**config.mk**
```make
export PLATFORM = sky130hd
export DESIGN_NAME = mpt_tlb
export DESIGN_NICKNAME = d
export VERILOG_FILES = /design/src/rtl/mpt_pkg.sv /design/src/rtl/mpt_entry.sv /design/src/rtl/mpt_repl.sv /design/src/rtl/mpt_sel.sv /design/src/rtl/mpt_tlb.sv
export SDC_FILE = /design/constraint.sdc
export NUM_CORES = 1
export LEC_CHECK = 0
export ABC_AREA = 0
export BUFFER_PORTS_ARGS = -buffer_cell sky130_fd_sc_hd__buf_2
export CORE_MARGIN = 4
export CORE_UTILIZATION = 40
export DETAILED_ROUTE_END_ITERATION = 6
export HOLD_SLACK_MARGIN = 0.08
export PLACE_DENSITY = 0.55
export SLEW_MARGIN = 20
export SYNTH_ARGS = -nofsm -noshare
export SYNTH_HDL_FRONTEND = slang
export SYNTH_SLANG_ARGS = --single-unit
```
**constraint.sdc**
```tcl
create_clock -name clk -period 6.45 [get_ports clk]
set_input_delay 1.29 -clock clk [delete_from_list [all_inputs] [get_ports clk]]
set_output_delay 1.29 -clock clk [all_outputs]
set_load 0.02 [all_outputs]
```
**src/rtl/mpt_pkg.sv**
```systemverilog
// Package mpt_pkg
// Shared page-size type and mask helper for the mixed page size
// translation cache. Assumes 32-bit virtual addresses and a smallest page
// of 4 KB, so the virtual page number is always VA[31:12].
package mpt_pkg;

    localparam int VA_W    = 32;
    localparam int MIN_OFF = 12;
    localparam int VPN_W   = VA_W - MIN_OFF;

    typedef enum logic [1:0] {
        PG_4K  = 2'd0,
        PG_64K = 2'd1,
        PG_1M  = 2'd2,
        PG_16M = 2'd3
    } pg_size_e;

    // Bits of VA[31:12] that take part in the compare for a page size
    function automatic logic [VPN_W-1:0] vpn_mask(input pg_size_e sz);
        logic [VPN_W-1:0] m;
        case (sz)
            PG_4K:   m = {VPN_W{1'b1}};
            PG_64K:  m = {VPN_W{1'b1}} << 4;
            PG_1M:   m = {VPN_W{1'b1}} << 8;
            default: m = {VPN_W{1'b1}} << 12;
        endcase
        return m;
    endfunction

endpackage

```
**src/rtl/mpt_entry.sv**
```systemverilog
// Module mpt_entry
// One slot of the cache: a valid flag, the virtual page bits, the physical
// frame bits and the page size. It reports a match on the masked virtual
// page bits. Assumes clear has priority over write. Only the valid flag is
// reset; the data fields are meaningful only while it is set.
module mpt_entry
    import mpt_pkg::*;
#(
    parameter int PA_W = 32
) (
    input  logic                  clk,
    input  logic                  rst_n,
    input  logic                  wr_en,
    input  logic                  clr,
    input  logic [VPN_W-1:0]      wr_vpn,
    input  logic [PA_W-MIN_OFF-1:0] wr_frame,
    input  pg_size_e              wr_size,
    input  logic [VPN_W-1:0]      lk_vpn,
    output logic                  valid,
    output logic                  match,
    output logic [PA_W-MIN_OFF-1:0] frame,
    output logic [VPN_W-1:0]      mask
);

    localparam int FRM_W = PA_W - MIN_OFF;

    logic [VPN_W-1:0] tag_q;
    logic [FRM_W-1:0] frame_q;
    pg_size_e         size_q;

    // Valid flag: reset and invalidate clear it, a refill sets it
    always_ff @(posedge clk) begin
        if (!rst_n) begin
            valid <= 1'b0;
        end else if (clr) begin
            valid <= 1'b0;
        end else if (wr_en) begin
            valid <= 1'b1;
        end
    end

    // Payload capture on refill
    always_ff @(posedge clk) begin
        if (wr_en && !clr) begin
            tag_q   <= wr_vpn;
            frame_q <= wr_frame;
            size_q  <= wr_size;
        end
    end

    // Size-masked compare against the lookup page number
    always_comb begin
        mask  = vpn_mask(size_q);
        match = valid && (((tag_q ^ lk_vpn) & mask) == '0);
        frame = frame_q;
    end

endmodule

```
**src/rtl/mpt_repl.sv**
```systemverilog
// Module mpt_repl
// Chooses the slot that an accepted refill writes. The choice is the
// lowest-numbered empty slot, or the rotating victim pointer when every
// slot is full. Assumes NUM_ENTRIES >= 2. The pointer moves only when it
// is used.
module mpt_repl #(
    parameter int NUM_ENTRIES = 8
) (
    input  logic                   clk,
    input  logic                   rst_n,
    input  logic [NUM_ENTRIES-1:0] valid_vec,
    input  logic                   fill_go,
    output logic [NUM_ENTRIES-1:0] wr_sel
);

    localparam int IDX_W = $clog2(NUM_ENTRIES);
    localparam logic [IDX_W-1:0] LAST = IDX_W'(NUM_ENTRIES - 1);

    logic [IDX_W-1:0] ptr_q;
    logic [IDX_W-1:0] free_idx;
    logic [IDX_W-1:0] tgt_idx;
    logic             found;
    logic             all_full;

    // Lowest-numbered empty slot
    always_comb begin
        found    = 1'b0;
        free_idx = '0;
        for (int i = 0; i < NUM_ENTRIES; i++) begin
            if (!valid_vec[i] && !found) begin
                found    = 1'b1;
                free_idx = IDX_W'(i);
            end
        end
    end

    // Target selection and one-hot write strobe
    always_comb begin
        all_full = &valid_vec;
        tgt_idx  = all_full ? ptr_q : free_idx;
        wr_sel   = fill_go ? (NUM_ENTRIES'(1) << tgt_idx) : '0;
    end

    // Victim pointer advances only on refills into a full cache
    always_ff @(posedge clk) begin
        if (!rst_n) begin
            ptr_q <= '0;
        end else if (fill_go && all_full) begin
            ptr_q <= (ptr_q == LAST) ? '0 : ptr_q + 1'b1;
        end
    end

endmodule

```
**src/rtl/mpt_sel.sv**
```systemverilog
// Module mpt_sel
// Picks the lowest-numbered matching slot and forms the physical address.
// The frame bits come from the slot above its page offset, and the lookup
// address bits fill in below it. A kill input forces a miss. Assumes
// PA_W >= 32, so that every page offset lies inside the frame field.
module mpt_sel
    import mpt_pkg::*;
#(
    parameter int NUM_ENTRIES = 8,
    parameter int PA_W        = 32
) (
    input  logic [NUM_ENTRIES-1:0]  match_vec,
    input  logic [PA_W-MIN_OFF-1:0] frames [NUM_ENTRIES],
    input  logic [VPN_W-1:0]        masks  [NUM_ENTRIES],
    input  logic [VA_W-1:0]         lk_va,
    input  logic                    kill,
    output logic                    hit,
    output logic [PA_W-1:0]         pa
);

    localparam int FRM_W = PA_W - MIN_OFF;

    logic             raw_hit;
    logic [FRM_W-1:0] sel_frame;
    logic [VPN_W-1:0] sel_mask;
    logic [FRM_W-1:0] keep;
    logic [FRM_W-1:0] va_part;

    // Priority pick: the scan runs downward so the lowest index wins
    always_comb begin
        raw_hit   = 1'b0;
        sel_frame = '0;
        sel_mask  = '0;
        for (int i = NUM_ENTRIES - 1; i >= 0; i--) begin
            if (match_vec[i]) begin
                raw_hit   = 1'b1;
                sel_frame = frames[i];
                sel_mask  = masks[i];
            end
        end
    end

    // Merge frame and offset bits; force zero output on a miss or kill
    always_comb begin
        keep    = ~FRM_W'(~sel_mask);
        va_part = FRM_W'(lk_va[VA_W-1:MIN_OFF] & ~sel_mask);
        hit     = raw_hit && !kill;
        pa      = hit ? {(sel_frame & keep) | va_part, lk_va[MIN_OFF-1:0]} : '0;
    end

endmodule

```
**src/rtl/mpt_tlb.sv**
```systemverilog
// Module mpt_tlb
// Fully associative translation cache with a per-slot page size. Lookup
// is combinational. Refill and invalidate-all act at the rising edge, and
// invalidate wins over a refill in the same cycle. Assumes the refill
// source never installs two slots that cover one address; if it does,
// the lowest-numbered slot is used.
module mpt_tlb
    import mpt_pkg::*;
#(
    parameter int NUM_ENTRIES = 8,
    parameter int PA_W        = 32
) (
    input  logic            clk,
    input  logic            rst_n,
    input  logic [31:0]     lk_va,
    output logic            lk_hit,
    output logic [PA_W-1:0] lk_pa,
    input  logic            fill_en,
    input  logic [31:0]     fill_va,
    input  logic [PA_W-1:0] fill_pa,
    input  logic [1:0]      fill_size,
    input  logic            inv_all
);

    localparam int FRM_W = PA_W - MIN_OFF;

    logic                   fill_go;
    logic [NUM_ENTRIES-1:0] wr_sel;
    logic [NUM_ENTRIES-1:0] ent_valid;
    logic [NUM_ENTRIES-1:0] ent_match;
    logic [FRM_W-1:0]       ent_frame [NUM_ENTRIES];
    logic [VPN_W-1:0]       ent_mask  [NUM_ENTRIES];
    logic                   sig_unused;

    // Refill is accepted only when no invalidate is pending
    always_comb begin
        fill_go    = fill_en && !inv_all;
        sig_unused = ^{fill_va[MIN_OFF-1:0], fill_pa[MIN_OFF-1:0]};
    end

    mpt_repl #(
        .NUM_ENTRIES(NUM_ENTRIES)
    ) u_repl (
        .clk      (clk),
        .rst_n    (rst_n),
        .valid_vec(ent_valid),
        .fill_go  (fill_go),
        .wr_sel   (wr_sel)
    );

    for (genvar g = 0; g < NUM_ENTRIES; g++) begin : g_ent
        mpt_entry #(
            .PA_W(PA_W)
        ) u_ent (
            .clk     (clk),
            .rst_n   (rst_n),
            .wr_en   (wr_sel[g]),
            .clr     (inv_all),
            .wr_vpn  (fill_va[VA_W-1:MIN_OFF]),
            .wr_frame(fill_pa[PA_W-1:MIN_OFF]),
            .wr_size (pg_size_e'(fill_size)),
            .lk_vpn  (lk_va[VA_W-1:MIN_OFF]),
            .valid   (ent_valid[g]),
            .match   (ent_match[g]),
            .frame   (ent_frame[g]),
            .mask    (ent_mask[g])
        );
    end

    mpt_sel #(
        .NUM_ENTRIES(NUM_ENTRIES),
        .PA_W       (PA_W)
    ) u_sel (
        .match_vec(ent_match),
        .frames   (ent_frame),
        .masks    (ent_mask),
        .lk_va    (lk_va),
        .kill     (inv_all),
        .hit      (lk_hit),
        .pa       (lk_pa)
    );

endmodule

```
### After elaboration in Yosys (flattened, before gate mapping)

Cells that the tools add are included.

| storage, ports and cells | value |
|---|---|
| flip-flop bits (word level) | 347 |
| bits of input ports | 102 |
| output and inout bits | 33 |
| logic and storage cells | 182 |

| operators by class | value |
|---|---|
| $add $sub $neg | 1 |
| equality and inequality tests | 17 |
| shift-type cells | 1 |
| mux-type cells | 50 |
| bitwise operators | 22 |
| reductions and logical operators | 58 |

Operators with widths:

| operator | number |
|---|---|
| $mux W20 | 16 |
| $pmux W12 S3 | 8 |
| $and A20 B20 Y20 | 10 |
| $logic_not A20 Y1 | 8 |
| $xor A20 B20 Y20 | 8 |
| $not A20 Y20 | 2 |
| $mux W32 | 1 |
| $logic_and A1 B1 Y1 | 26 |
| $mux W3 | 8 |
| $or A20 B20 Y20 | 1 |
| $eq A2 B1 Y1 const B | 8 |
| $eq A2 B2 Y1 const B | 8 |
| $logic_not A2 Y1 | 8 |
| $mux W1 | 16 |
| $logic_not A1 Y1 | 14 |
| $mux W8 | 1 |
| $reduce_and A8 Y1 | 1 |
| $shl A1 B3 Y8 const A | 1 |
| $add A3 B1 Y3 const B | 1 |
| $eq A3 B3 Y1 const B | 1 |
| $reduce_or A2 Y1 | 1 |
| $not A1 Y1 | 1 |

### Depth between registers and ports, before layout

Gate-level depths: netlist of run 1.

| depth | value |
|---|---|
| word-level depth | 25 |
| depth in mapped cells | 13 |
| mapped depth without buffers | 9 |

### Modules after synthesis

A second synthesis of run 1 with hierarchy kept.

| unflattened totals | value |
|---|---|
| cell total of the unflattened synthesis | 1175 |
| area, all modules | 16488.3 µm² |

Modules (own cells, without submodules):

| module | instances | cells each | area an instance (µm²) | sequential area each (µm²) |
|---|---|---|---|---|
| mpt_entry | 8 | 97 | 1681.6 | 1281.2 |
| mpt_sel | 1 | 356 | 2732.6 | 0.0 |
| mpt_repl | 1 | 42 | 289.0 | 60.1 |
| mpt_tlb | 1 | 1 | 13.8 | 0.0 |

### Least setup slack after synthesis of run 1

No wires, ideal clock.

| timing path | value |
|---|---|
| path type | input port to output port |
| from | input port lk_va[15] |
| to | output port lk_pa[18] |
| data arrival time | 4.056 ns |
| data required time | 5.160 ns |
| setup slack | 1.104 ns |
| cell stages on the path | 10 |
| buffers on the path | 2 |
| cells stage by stage | buf_2 -> xor2_1 -> o41a_1 -> or4_1 -> nor2_2 -> nor2_1 -> and2_1 -> a21o_1 -> buf_2 -> a311oi_1 |

| between the ends | value |
|---|---|
| cells in the longest elaborated chain, start to end | 17 |
| elaborated cells between the ends (all ways) | 63 |
| classes of those cells | 25 x mux; 21 x bitwise; 17 x reduce/logical |

RTL lines:

| element | line | RTL |
|---|---|---|
| start, declared | mpt_tlb.sv:15 | `input logic [31:0] lk_va,` |
| $xor A20 B20 Y20 | mpt_entry.sv:54 | `match = valid && (((tag_q ^ lk_vpn) & mask) == '0);` |
| $and A20 B20 Y20 | mpt_entry.sv:54 |  |
| $logic_not A20 Y1 | mpt_entry.sv:54 |  |
| $logic_and A1 B1 Y1 | mpt_entry.sv:54 |  |
| $mux W20 (8 in a row) | mpt_sel.sv:35 | `if (match_vec[i]) begin` |
| $not A20 Y20 | mpt_sel.sv:45, mpt_sel.sv:46 |  |
| $not A20 Y20 | mpt_sel.sv:45 | `keep = ~FRM_W'(~sel_mask);` |
| $and A20 B20 Y20 | mpt_sel.sv:48 | `pa = hit ? {(sel_frame & keep) \| va_part, lk_va[MIN_OFF-1:0]} : '0;` |
| $or A20 B20 Y20 | mpt_sel.sv:48 |  |
| $mux W32 * | mpt_sel.sv:48 |  |
| end, declared | mpt_tlb.sv:17 | `output logic [PA_W-1:0] lk_pa,` |

Mark *: on every way between the ends. The rest lies on a longest branch, timed or not.

### Worst setup path in the final report of run 1

| timing path | value |
|---|---|
| from | input port lk_va[19] |
| to | output port lk_pa[13] |

Same word-level chain as after synthesis.

==> flow_summary.ini, run 1 <==
[outcome]
status = finished clean

[grt]
grt_pass1_wl_um = 61450
grt_max_degree = 44
grt_pass1_vias = 9591
grt-ovfl-total = 0
antenna_found_initial = 1
gr-usage-all-layers_pct = 19.94

[cts]
ctsRootBufferMaster = clkbuf_16
htree_levels = 2
clock_path_buffers = 3
clk_latency_ns = 0.54
cts_hold_buffers = 0
clock_sinks = 347
cts_tree = done
cts_resized = 0
cts_made_buffers = 40
clkTransAtPathRegs_ns = 0.05
post_cts_buffers = 0

[drt]
routed_wl_um = 41060
vias = 9425
antenna_left = 0
initialDrtViolationCount = 766
route.met3.wl_um = 2292
dr.max_layer_used = met5
drt_pass1_iterations = 5
vias_per_cell = 5.512
wl_per_cell_um = 24.01
drt-met1-wl_um = 18210
drc = 0
met2_length_um = 19440

[logic_synthesis]
netlist_area_mm2 = 0.01502
syn_inst = 1051
synthDominantCellAreaShare_pct = 67.18
yosysWarnings = 0
yosysUniqueCellTypes = 76
synth_flop_cell = edfxtp_1
yosys.area.top_type = edfxtp_1
synth_area_per_cell_um2 = 14.29
async_flop_share_pct = 0
synth_seq_cells = 347
synthTopCellsByArea = edfxtp_1 (67%), xnor2_1 (5.4%), xor2_1 (4.0%)
synth_fp_nets = 1155
yosysSeqAreaShare_pct = 68.64
synth_edf_count = 336

[worst_setup_path]
crit_arrival_ns = 4.65
cp_slowest_cell = a31oi_1
max_stage_delay_ns = 0.50
cp_common_cell = buf_4
crit_fanout = 12
required_ns = 5.16
cp_cell_sequence = buf_2 -> xor2_1 -> nor4_1 -> buf_4 -> a31oi_1 -> or3b_1 -> buf_4 -> buf_4 -> nor2_1 -> o31ai_1 -> o221a_2 -> or3b_1 -> a21oi_1 -> buf_2
worstSetupStartpointType = input port
worstSetupEndpointType = primary output
crit_type = input port to primary output

[sta]
min_period_over_period_pct = 92.03
fin_crit_ns = 5.936
finalSetupViolCount = 0
fin_setup_tns_ns = 0
worstMarginPinSlew_ns = 0.8034
slew_headroom_pct = 46.32
fin_worst_skew_ns = 0.01205
final_hold_viol_count = 0
rsz0062_at_grt = false
clock.fmax_mhz = 168.5
drv_slew = 0

[pwr]
p_int_mw = 3.931
powerDensity_mw_per_mm2 = 278.9
p_switching_mw = 1.010
combPwrFrac_pct = 3.5
leakagePower_nw = 5.963
seq_power_share_pct = 50.4
clock_power_share_pct = 46.1
ir_worst_vdd_mv = 0.2288
switching_share_pct = 20.45

[floorplanning]
dieWidth_um = 201.8
rows = 70
ios = 135
start_util_pct = 40.83
die_area_mm2 = 0.04071
core_area_mm2 = 0.03679
die_h_um = 201.8

[final_layout]
final_core_util_pct = 48.16
nets = 1315
area_growth_pct = 17.96
diodes = 0
layout-drive-gt1-share_pct = 20.29

[worst_hold_path]
min_path_type = register to register

[placement]
routabilityCongestion = 0.8953
numPortBuffers = 110
dp_hpwl_um = 27370

[flow_run]
maxCapViolCount = 0
[cells in the final DEF (no fill, tap or decap), types with 7 or more instances in the layout]
| master | instances |
|---|---|
| a211oi_1 | 8 |
| a21oi_1 | 32 |
| a221o_1 | 9 |
| a221oi_1 | 9 |
| a31oi_1 | 8 |
| and2_1 | 17 |
| and3_1 | 13 |
| buf_2 | 110 |
| buf_4 | 57 |
| clkbuf_1 | 7 |
| clkbuf_16 | 40 |
| clkinv_1 | 10 |
| clkinv_2 | 7 |
| dfxtp_1 | 11 |
| edfxtp_1 | 336 |
| inv_1 | 13 |
| mux2i_1 | 7 |
| nand2_1 | 56 |
| nand2b_1 | 8 |
| nand3_1 | 25 |
| nand4_1 | 19 |
| nor2_1 | 43 |
| nor2_4 | 8 |
| nor2b_1 | 8 |
| nor3_1 | 15 |
| nor4_1 | 21 |
| o211ai_1 | 13 |
| o21a_1 | 8 |
| o21ai_0 | 35 |
| or3_1 | 9 |
| xnor2_1 | 92 |
| xor2_1 | 68 |
[cells by family after synthesis]
kind of cell    Yosys count  synth area share (%)
flops                   347                 68.64
compound gates          195                 9.439
fa+ha+maj                 2                0.1666
mux                       8                0.5415
buf+inv                  63                 2.058
xor+xnor                160                 9.330
simple gates            276                 9.822
[synth_stat cells (all sizes together) (13+ instances only)]
cell / n
nor2: 52
and2: 19
nand4: 19
and3: 13
nand3: 25
nand2: 56
xnor2: 92
xor2: 68
edfxtp: 336
nor3: 16
o211ai: 13
clkbuf: 20
buf: 29
o21ai: 41
a21oi: 33
inv: 14
nor4: 21
[through the flow]
step	hold slack [ns]	power (mW)	worst slack, ns	area (um^2)	instances
floorplan	0.4622	2.630	1.104	15020	1051
global placement	0.4873	2.710	0.5626	16390	1637
detailed placement	0.4875	2.714	0.5469	16390	1637
CTS	0.5019	4.989	0.5254	17720	1710
global route	0.5272	5.103	0.3141	17720	1710
finish	0.4978	4.941	0.5141	17720	1710
[per-layer routing]
layer	vias up	track usage, %
li1	4361	-
met1	4715	27.97
met5	-	0
met3	62	3.032
met4	2	5.664
met2	285	32.58
[worst paths after layout]
| check | slack [ns] | depth (start not counted) | to | from |
|---|---|---|---|---|
| hold / removal | 0.50 | 1 | g_ent[5].u_ent.valid | g_ent[5].u_ent.valid |
| setup reg to reg | 3.33 | 7 | g_ent[0].u_ent.tag_q[6] | g_ent[0].u_ent.valid |
| hold reg to reg | 0.50 | 1 | g_ent[5].u_ent.valid | g_ent[5].u_ent.valid |
| setup / recovery | 0.51 | 14 | lk_pa[13] | lk_va[19] |
[state kept, by name (all words and copies together) (netlist names)]
signal and count:
g_ent.u_ent.frame 160, g_ent.u_ent.size_q 16, g_ent.u_ent.valid 8, u_repl.ptr_q 3, g_ent.u_ent.tag_q 160
[area by class of cell]
type | instances | area, um^2
clock buffers | 47 | 1027
clock inverters | 26 | 297.8
fillers | 3267 | 19070
inverters | 14 | 52.55
multi-input cells | 641 | 4466
flip-flops and latches | 347 | 10310
well taps | 468 | 585.6
repair buffers | 167 | 978.4
[worst max-delay path, delay by kind of cell]
kind,cells,cell delay (ns)
xor gates and xnor gates,1,0.17
AOI/OAI and AO/OA,4,1.25
and+or+nand+nor,4,0.86
buffers and inverters,5,1.07
[power by group through the flow]
stage | logic (mW) | clock network, mW | registers [mW]
after floorplan | 0.0900 | 0 | 2.54
after global placement | 0.171 | 0 | 2.54
after detailed placement | 0.175 | 0 | 2.54
after CTS | 0.175 | 2.32 | 2.49
after global routing | 0.190 | 2.42 | 2.49
final | 0.172 | 2.28 | 2.49
(Power assumes the default switching activity.)
==> run 2, diff against run 1 <==
- ABC_AREA: 0 -> default
- CELL_PAD_IN_SITES_DETAIL_PLACEMENT: default -> 0
- CELL_PAD_IN_SITES_GLOBAL_PLACEMENT: default -> 1
- PLACE_DENSITY: 0.55 -> 0.64
==> run 2 against run 1 <==
Effect of this change: setup slack worse by 0.14 ns; register-to-register slack lost 0.02 ns; via count decreased by 0.49%; worst hold slack gained 0.021 ns; non-clock buffer count shrank 6; critical path type unchanged; critical endpoint is now lk_pa[15]; highest routed layer unchanged.
==> flow_summary.ini, run 2 (synthesis results as in run 1) <==
[placement]
numPortBuffers = 110
routabilityCongestion = 0.8954
placed_cell_area_mm2 = 0.01636
dp_hpwl_um = 27060

[drt]
wl_per_cell_um = 23.85
routed_wl_um = 40560
initialDrtViolationCount = 833
antenna_left = 0
drc = 0
vias_per_cell = 5.514
drt_pass1_iterations = 5
vias = 9379

[grt]
antenna_found_initial = 3
grt_pass1_wl_um = 60200
grt_pass1_vias = 9185
grt-ovfl-total = 0
grt_max_degree = 44
gr-usage-all-layers_pct = 19.56

[cts]
post_cts_buffers = 0
cts_made_buffers = 37
clkTransAtPathRegs_ns = 0.06
clk_latency_ns = 0.52
cts_resized = 0
cts_hold_buffers = 0
ctsRootBufferMaster = clkbuf_16
clock_sinks = 347
clock_path_buffers = 3
htree_levels = 2
cts_tree = done

[sta]
fin_setup_tns_ns = 0
drv_slew = 0
holdWs_ns = 0.5188
fin_worst_skew_ns = 0.009378
worstMarginPinSlew_ns = 1.140
final_hold_viol_count = 0
clock.fmax_mhz = 164.6
min_period_over_period_pct = 94.20
slew_headroom_pct = 23.43
finalSetupViolCount = 0
fin_crit_ns = 6.076
rsz0062_at_grt = false

[worst_setup_path]
worstSetupStartpointType = input port
max_stage_delay_ns = 0.59
worstSetupEndpointType = primary output
cp_cell_sequence = buf_2 -> xor2_1 -> o41a_1 -> or4_1 -> nor2_2 -> nor2_1 -> nand2_1 -> a2111oi_0 -> or4_1 -> a21oi_1 -> buf_2
path_buf_inv = 2
required_ns = 5.16
path_depth = 11
crit_type = input port to primary output
crit_arrival_ns = 4.79
cp_slowest_cell = or4_1
reg2reg_depth = 7
cpLargestDelayFamily = simple AND/OR/NAND/NOR gates
crit_fanout = 10

[worst_hold_path]
min_path_type = register to register
whs_path_depth = 1

[final_layout]
regArea_mm2 = 0.01031
area_growth_pct = 17.50
mostFrequentLayoutCell = edfxtp_1
layout-drive-gt1-share_pct = 19.90
multi_input_area_mm2 = 0.004466
nFillCells = 3228
fin_area_mm2 = 0.01765
layout_common_cells = edfxtp_1 (336), buf_2 (110), xnor2_1 (92), xor2_1 (68), nand2_1 (56)
nets = 1306

[floorplanning]
dieWidth_um = 201.8
start_util_pct = 40.83
die_h_um = 201.8
ios = 135
rows = 70
die_area_mm2 = 0.04071
core_area_mm2 = 0.03679

[outcome]
status = finished clean

[flow_run]
maxCapViolCount = 0

[pwr]
leakagePower_nw = 5.917
powerDensity_mw_per_mm2 = 272.1
ir_worst_vdd_mv = 0.2272
run 2: changes by cell type in the layout (fill, tap and decap cells not counted), sizes merged:
cell	before	now
bufinv	6	4
clkbuf	47	43
buf	167	161
clkinvlp	0	1
diode	0	2
run 2: power by group:
group          switching [mW]  internal [mW]  total (mW)
Sequential            0.00503           2.49        2.49
Combinational           0.117         0.0614       0.178
Clock                   0.860           1.27        2.13
Total                   0.982           3.82        4.80
run 2: cell type report:
| cell class | instances | share of cell area, % |
|---|---|---|
| clock inverters | 25 | 1.262 |
| inverters | 14 | 0.2978 |
| multi-input cells | 641 | 25.30 |
| flip-flops and latches | 347 | 58.42 |
| repair buffers | 161 | 5.700 |
| diodes | 2 | 0.02836 |
| clock buffers | 43 | 5.672 |
| well taps | 468 | 3.318 |
run 2: path summary, 6_finish.rpt:
path,start,to,slack [ns]
worst max-delay path,lk_va[15],lk_pa[15],0.37
worst min-delay path,g_ent[4].u_ent.valid,g_ent[4].u_ent.valid,0.52
worst max register to register,g_ent[0].u_ent.valid,g_ent[4].u_ent.tag_q[4],3.31
worst min register to register,g_ent[4].u_ent.valid,g_ent[4].u_ent.valid,0.52
run 2: stage by stage:
stage | utilization [%] | power [mW] | std cells | setup WS (ns)
finish | 47.98 | 4.803 | 1701 | 0.3740
global route | 47.97 | 4.958 | 1700 | 0.2262
CTS | 47.81 | 4.847 | 1697 | 0.3799
detailed placement | 44.49 | 2.720 | 1629 | 0.3883
global placement | 44.41 | 2.715 | 1628 | 0.4166
floorplan | - | 2.630 | 1051 | 1.104
run 2: per-layer routing:
metal  wire length [um]  vias up  global-route usage [%]  share of wire (%)
li1                   -     4339                       -                  -
met1              18330     4662                   27.68                 45
met2              18880      314                   31.92                 47
met3               2284       62                   3.032                5.6
met4               1057        2                   5.054                2.6
met5                 13        -                       0              0.032
